### src/rtl/mdio_master.sv
module mdio_master #(
  parameter int SEL_W = 3,
  parameter logic [SEL_W-1:0] SEL_RST = 5,
  parameter int PRE_LEN = 32,
  parameter int DW = 16
) (
  input  logic          clk,
  input  logic          rst_n,
  input  logic          wr_en,
  input  logic [2:0]    wr_addr,
  input  logic [DW-1:0] wr_data,
  input  logic [2:0]    rd_addr,
  output logic [DW-1:0] rd_data,
  output logic          mdc,
  output logic          mdio_o,
  output logic          mdio_oe,
  input  logic          mdio_i
);
  localparam int FL = PRE_LEN + 32;
  localparam int BW = $clog2(FL);
  localparam int HW = SEL_W + 1;
  localparam int DRV_RD = PRE_LEN + 14;
  localparam int RX_FIRST = PRE_LEN + 16;
  localparam logic [2:0] OFF_CFG = 3'd0, OFF_CMD = 3'd1, OFF_ADR = 3'd2,
                         OFF_CTL = 3'd3, OFF_STA = 3'd4, OFF_IND = 3'd5;

  logic [SEL_W-1:0] sel_q;
  logic             cmd_q;
  logic [4:0]       phy_q, reg_q;
  logic [DW-1:0]    status_q, rx_q;
  logic             busy_q, rd_q, mdc_q;
  logic [HW-1:0]    half_q, hcnt_q;
  logic [BW-1:0]    bit_q;
  logic [FL-1:0]    frame_q;

  wire start_wr = wr_en && wr_addr == OFF_CTL && !busy_q;
  wire start_rd = wr_en && wr_addr == OFF_CMD && wr_data[0] && !cmd_q && !busy_q;
  wire phase_end = hcnt_q == half_q - HW'(1);

  always_ff @(posedge clk) begin
    if (!rst_n) begin
      sel_q <= SEL_RST;
      cmd_q <= 1'b0;
      phy_q <= '0;
      reg_q <= '0;
      status_q <= '0;
      rx_q <= '0;
      busy_q <= 1'b0;
      rd_q <= 1'b0;
      mdc_q <= 1'b0;
      half_q <= HW'(2);
      hcnt_q <= '0;
      bit_q <= '0;
      frame_q <= '0;
    end else begin
      if (wr_en && wr_addr == OFF_CFG) sel_q <= wr_data[SEL_W-1:0];
      if (wr_en && wr_addr == OFF_CMD) cmd_q <= wr_data[0];
      if (wr_en && wr_addr == OFF_ADR) begin
        phy_q <= wr_data[12:8];
        reg_q <= wr_data[4:0];
      end
      if (start_wr || start_rd) begin
        busy_q <= 1'b1;
        rd_q <= start_rd;
        half_q <= HW'(sel_q) + HW'(2);
        hcnt_q <= '0;
        bit_q <= '0;
        mdc_q <= 1'b0;
        frame_q <= {{PRE_LEN{1'b1}}, 2'b01, start_rd ? 2'b10 : 2'b01, phy_q, reg_q,
                    2'b10, start_rd ? 16'h0 : wr_data[15:0]};
      end else if (busy_q) begin
        if (phase_end) begin
          hcnt_q <= '0;
          mdc_q <= ~mdc_q;
          if (!mdc_q) begin
            if (rd_q && bit_q >= BW'(RX_FIRST)) rx_q <= {rx_q[DW-2:0], mdio_i};
          end else if (bit_q == BW'(FL - 1)) begin
            busy_q <= 1'b0;
            if (rd_q) status_q <= rx_q;
          end else begin
            bit_q <= bit_q + BW'(1);
            frame_q <= {frame_q[FL-2:0], 1'b0};
          end
        end else begin
          hcnt_q <= hcnt_q + HW'(1);
        end
      end
    end
  end

  assign mdc = mdc_q;
  assign mdio_o = busy_q ? frame_q[FL-1] : 1'b1;
  assign mdio_oe = busy_q && (!rd_q || bit_q < BW'(DRV_RD));

  always_comb begin
    case (rd_addr)
      OFF_CFG: rd_data = DW'(sel_q);
      OFF_CMD: rd_data = DW'(cmd_q);
      OFF_ADR: rd_data = {3'b000, phy_q, 3'b000, reg_q};
      OFF_STA: rd_data = status_q;
      OFF_IND: rd_data = DW'(busy_q);
      default: rd_data = '0;
    endcase
  end
endmodule


### config.mk
export PLATFORM = sky130hd
export DESIGN_NAME = mdio_master
export DESIGN_NICKNAME = d
export VERILOG_FILES = /design/src/rtl/mdio_master.sv
export SDC_FILE = /design/constraint.sdc
export NUM_CORES = 1
export LEC_CHECK = 0
export ABC_AREA = 1
export BUFFER_PORTS_ARGS = -buffer_cell sky130_fd_sc_hd__clkbuf_2
export CAP_MARGIN = 10
export CORE_ASPECT_RATIO = 1.75
export CORE_UTILIZATION = 64
export DETAILED_ROUTE_END_ITERATION = 10
export GPL_TIMING_DRIVEN = 1
export PLACE_DENSITY = 0.92
export SETUP_SLACK_MARGIN = 0.4
export SLEW_MARGIN = 30
export SYNTH_ARGS = -nofsm -noshare
export SYNTH_HDL_FRONTEND = slang
export SYNTH_SLANG_ARGS = --single-unit
### constraint.sdc
create_clock -name clk -period 3.6 [get_ports clk]
set_input_delay 0.36 -clock clk [delete_from_list [all_inputs] [get_ports clk]]
set_output_delay 0.36 -clock clk [all_outputs]
set_load 0.01 [all_outputs]
==> qor.yml, run 1 <==
status: "completed"
fp.dieH_um: 126
cts_resized: 0
critPathLaunchType: "register"
wl_per_cell_um: 14.8
drive_above_1_share: 0.119
cts_buffer_depth: 2
nFillCells: 541
dieWidth_um: 72.9
hold_violations: 0
port_buffers: 44
ys_ff_latch: 127
hp-class: "primary input to register"
pre_cts_ws_ps: 1210
max-cap-violations: 0
final-max-slew-violation-count: 0
placed_cells: 932
grt_max_degree: 83
arrival_ps: 2850
drtIter0Drc: 697
grt_pass1_wl_mm: 23.6
p_leak_nw: 2.68
die_area_mm2: 0.00919
grt_setup_unrepaired: "false"
min_period_ps: 2500
synth_cells: 807
postLayoutCellArea_mm2: 0.00647
wirelength_mm: 14.3
clkLatencyLatePin_ps: 410
area_growth_pct: 15.0
synth_area_leaders: "dfxtp_1 45%, nor2_1 11%, nand2_1 10%, o21ai_0 6.1%, nand3_1 5.2%"
vdd_drop_max_v: 0.000454
root_buffer: "clkbuf_16"
antenna_found_initial: 0
drcViolationCount: 0
cts_buffers: 17
power_mw: 3.46
yosys_warnings: 0
end_kind: "register"
netlist_area_mm2: 0.00563
dp_hpwl_mm: 8.82
synthArstFlopShare: 0
layout_worst_path_cycle_share: 0.696
grt_util_all_layers: 0.334
overflow: 0
clock-skew-final_ps: 5.37
placed_cell_area_mm2: 0.00585
worst_slack_ps: 1100
cts_max_level: 4
vias: 5560
nets: 866
io-pin-count: 45
drtAntennaViolNets: 0
regArea_mm2: 0.00254
synth.top_cells.by_count: "166 x nor2_1, 155 x nand2_1, 127 x dfxtp_1"
critical_path_required_ps: 3940
synth_edf_count: 0
fp-row-count: 44
place_congestion: 0.904
numClockSinks: 127
fin_setup_tns_ps: 0
multiInputGateArea_mm2: 0.00256
setup_violations: 0
fmax_mhz: 399
viasPerCell: 5.77
power.density_mw_per_mm2: 535
ys_seq_area_frac: 0.452
cts_tree: "done"
n_antenna_cell: 0
yosysMostFrequentCell: "nor2_1"
final_cells: 963
critical_path.max_fanout: 16
drtPass1Iterations: 6
relSlewSlack: 0.516
hold_buffers: 0
clkTransAtPathRegs_ps: 50
synthFlopType: "dfxtp_1"
synth_top_area_share: 0.452
synth_nets: 837
syn_avg_cell_area_um2: 6.97
post_cts_buffers: 0
coreArea_mm2: 0.00842
yosys.area.top_type: "dfxtp_1"
start_util: 0.668
grt_pass1_vias: 5170
ys_types: 35
final_core_util: 0.768
critPathKind: "register to register"
whs_ps: 254
tightestPinTransition_ps: 726
-- worst max-delay path, stage by stage, from the launching register on --
cell and delay (ps):
dfxtp_1 350, inv_1 80, ha_1 310, inv_1 60, nand2_1 40, nand2_1 60
nand3_1 100, nor2_4 390, nand3_4 200, nor3_4 560, nor2_1 120, nor2_1 150
-- flip-flops by register name, summed over array words and instances, names as in the netlist, 4 cells and up --
register  count
rx_q         16
phy_q         5
half_q        4
hcnt_q        4
status_q     16
reg_q         5
bit_q         6
frame_q      64
-- final cells by class --
cell class	instances	area share
clock inverters	5	0.0155
clock buffers	26	0.0803
flip-flops and latches	127	0.393
inverters	86	0.0503
repair buffers	52	0.0433
well taps	115	0.0222
multi-input cells	552	0.395
-- per-layer routing --
layer	global-route usage	vias up	part of all wire
li1	-	2620	-
met1	0.384	2562	0.37
met2	0.552	312	0.50
met3	0.0776	66	0.074
met4	0.200	0	0.053
met5	0	-	0
-- logic make-up (layout without fill, tap and decap cells) --
kind of cell	Yosys count	in the layout	share of synthesized area
and+or+nand+nor	416	416	0.316
DFF	127	127	0.452
adders and majority gates	4	4	0.00890
buffers and inverters	128	169	0.0945
AOI/OAI and AO/OA	124	124	0.117
xor gates and xnor gates	8	8	0.0125
-- worst paths after layout --
kind            endpoint         from  slack [ps]  cells after the start
max reg2reg      rx_q[3]    half_q[0]        1100                     11
min              rx_q[0]       mdio_i         250                      5
max              rx_q[3]    half_q[0]        1100                     11
min reg2reg  frame_q[63]  frame_q[63]         460                      2
-- where the power goes --
group / internal (mW) / total, mW / switching, mW
combinational: 0.0667 / 0.211 / 0.144
clock: 1.19 / 1.78 / 0.586
sequential: 1.45 / 1.47 / 0.0232
total: 2.71 / 3.46 / 0.753
-- placed cells by master (no fill, tap or decap), types with 4 or more instances in the layout --
| cell type | synthesis | final |
|---|---|---|
| o21ai_0 | 69 | 69 |
| buf_4 | 5 | 8 |
| nand3_1 | 59 | 59 |
| dfxtp_1 | 127 | 127 |
| inv_2 | 5 | 5 |
| nor2_2 | 4 | 4 |
| nor2_1 | 166 | 166 |
| a22o_1 | 7 | 7 |
| clkbuf_8 | 0 | 6 |
| nand4_1 | 14 | 14 |
| a21oi_1 | 45 | 45 |
| nand2_1 | 155 | 155 |
| clkbuf_2 | 0 | 44 |
| xor2_1 | 5 | 5 |
| nor3_1 | 6 | 5 |
| ha_1 | 4 | 4 |
| clkbuf_16 | 0 | 17 |
| inv_1 | 77 | 77 |
(Power assumes the default switching activity.)
==> inputs of run 2 (changes only) <==
ABC_AREA = 0   (was 1)
CORE_UTILIZATION = 59   (was 64)
PLACE_DENSITY = 0.87   (was 0.92)
clock period = 2.41 ns   (was 3.6 ns; I/O delays follow)
==> run 2 against run 1 <==
Net effect: cell count down 18%; flip-flop and latch count did not move; register-to-register slack lost 930 ps; global-route usage shrank 4.1 points; clock skew grew 3.2 ps; largest power group unchanged.
==> qor.yml, run 2 <==
n_antenna_cell: 0
yosys_warnings: 0
dieWidth_um: 74.0
regArea_mm2: 0.00255
tightestPinTransition_ps: 789
end_kind: "register"
vdd_drop_max_v: 0.000747
grt_pass1_vias: 4537
synth_cells: 612
final_cell_mix: "124 x dfxtp_1, 95 x nor2_1, 79 x nand2_1, 44 x clkbuf_2, 43 x mux2i_1"
grt_setup_unrepaired: "true"
synth_area_leaders: "dfxtp_1 48%, mux2i_1 8.2%, nor2_1 7.5%, nand2_1 5.6%, a211oi_1 5.1%"
top_register: "frame_q"
ys_ff_latch: 127
final-max-slew-violation-count: 0
fp-row-count: 45
port_buffers: 44
relSlewSlack: 0.473
yosysMostFrequentCell: "dfxtp_1"
area_growth_pct: 27.7
vias: 4861
place_congestion: 0.869
io-pin-count: 45
root_buffer: "clkbuf_16"
cts_buffers: 17
coreArea_mm2: 0.00873
critPathKind: "register to register"
drtPass1Iterations: 5
clock-skew-final_ps: 8.59
drcViolationCount: 0
reg_top3: "frame_q (64), rx_q (16), status_q (16)"
max-cap-violations: 0
grt_pass1_wl_mm: 21.1
die_area_mm2: 0.00947
clkTransAtPathRegs_ps: 50
wl_per_cell_um: 18.8
hold_buffers: 0
nFillCells: 519
status: "completed"
largest_reg_flops: 64
hp-class: "primary input to register"
start_util: 0.613
drtIter0Drc: 283
p_leak_nw: 2.74
layout_worst_path_cycle_share: 0.931
synth_edf_count: 0
fp.dieH_um: 128
cp_num_buf_inv: 3
multiInputGateArea_mm2: 0.00277
grt_max_degree: 51
grt_util_all_layers: 0.293
syn_avg_cell_area_um2: 8.74
setup_violations: 0
drtAntennaViolNets: 0
drive_above_1_share: 0.260
min_period_ps: 2240
ys_seq_area_frac: 0.475
arrival_ps: 2490
antenna_found_initial: 0
final_core_util: 0.783
nets: 693
overflow: 0
crit_family: "simple AND/OR/NAND/NOR gates"
dp_hpwl_mm: 8.15
layout_commonest_cell: "dfxtp_1"
max_stage_delay_ps: 480
wirelength_mm: 14.9
synthArstFlopShare: 0
synth_nets: 642
hold_violations: 0
netlist_area_mm2: 0.00535
power.density_mw_per_mm2: 738
crit_chain: "xor3_2 > nor3_4 > buf_6 > nand3_4 > buf_6 > clkbuf_16 > nor2_1 > a211oi_1"
clkLatencyLatePin_ps: 420
critical_path.max_fanout: 17
numClockSinks: 127
cts_tree: "done"
fin_setup_tns_ps: 0
crit_slowest_cell: "xor3_2"
cts_buffer_depth: 2
synth.top_cells.by_count: "127 x dfxtp_1, 107 x nor2_1, 80 x nand2_1"
synthFlopType: "dfxtp_1"
ys_types: 48
fmax_mhz: 446
cts_max_level: 4
crit_top_cell: "buf_6"
synth_top_area_share: 0.475
critPathLaunchType: "register"
viasPerCell: 6.15
critical_path_required_ps: 2660
yosys.area.top_type: "dfxtp_1"
[run 2: cell types whose count changed after synthesis, sizes merged, moves of 8 or more]
cell    delta
nand2     -77
inv       -76
nor2      -65
o21ai     -64
mux2i     +44
nand3     -37
a211oi    +36
o221a     +15
nand4     -14
clkbuf    +12
a31oi      +9
and2       +8
[run 2: path summary, 6_finish.rpt]
| check | startpoint | end | slack (ps) | cells after the start |
|---|---|---|---|---|
| setup / recovery | hcnt_q[2] | frame_q[32] | 170 | 8 |
| hold / removal | wr_data[4] | reg_q[4] | 70 | 3 |
| setup reg to reg | hcnt_q[2] | frame_q[32] | 170 | 8 |
| hold reg to reg | half_q[3] | half_q[3] | 470 | 2 |
[run 2: logic make-up (layout without fill, tap and decap cells)]
kind of cell	count (synthesis)	after routing	share of synthesized area
XOR/XNOR	7	7	0.0145
adder cells (fa/ha/maj)	4	4	0.00935
AND/OR/NAND/NOR	247	248	0.201
flip-flops	127	127	0.475
AO/OA/AOI/OAI	125	125	0.168
buffers and inverters	57	118	0.0484
multiplexers	45	45	0.0844
[run 2: power breakdown]
group | switching, mW | leakage, nW | internal [mW]
combinational | 0.175 | 1.42 | 0.117
sequential | 0.0395 | 1.03 | 2.15
clock | 0.886 | 0.291 | 1.67
[run 2: worst min-delay path, delay by kind of cell]
family          cells  cell delay, ps
compound gates      1              50
buf+inv             1              90
simple gates        1              50
[run 2: per-stage QoR]
step | power [mW] | area, um2 | cells | setup slack (ps) | hold WS [ps]
2_1_floorplan | 2.39 | 5360 | 612 | 407 | 369
3_3_place_gp | 2.47 | 5670 | 739 | 315 | 440
3_5_place_dp | 2.48 | 5670 | 739 | 239 | 458
4_1_cts | 5.00 | 6370 | 775 | 343 | 61.4
5_1_grt | 5.18 | 6830 | 791 | 147 | 70.6
6_report | 5.04 | 6830 | 791 | 167 | 65.5
[run 2: final cells by class]
class | instances | area share
clock buffer | 25 | 0.0754
tap | 117 | 0.0214
timing repair buffer | 81 | 0.110
multi-input combinational | 429 | 0.405
sequential | 127 | 0.373
clock inverter | 5 | 0.0114
inverter | 7 | 0.00385
[run 2: layer usage]
layer	wire length [um]	share of wire	global-route usage	vias to the layer above
met3	807	0.054	0.0684	64
met1	5250	0.35	0.311	2297
met5	0	0	0	-
li1	-	-	-	2246
met4	713	0.048	0.157	0
met2	8130	0.55	0.518	254
[run 2: timing repair]
| item | CTS | global route |
|---|---|---|
| gates cloned | 1 | 8 |
| setup buffers | 5 | 8 |
| resized for setup | 15 | 50 |
| pin swaps | 2 | 10 |
| endpoints found under the hold margin | 0 | 0 |
| endpoints found under the setup margin | 71 | 99 |
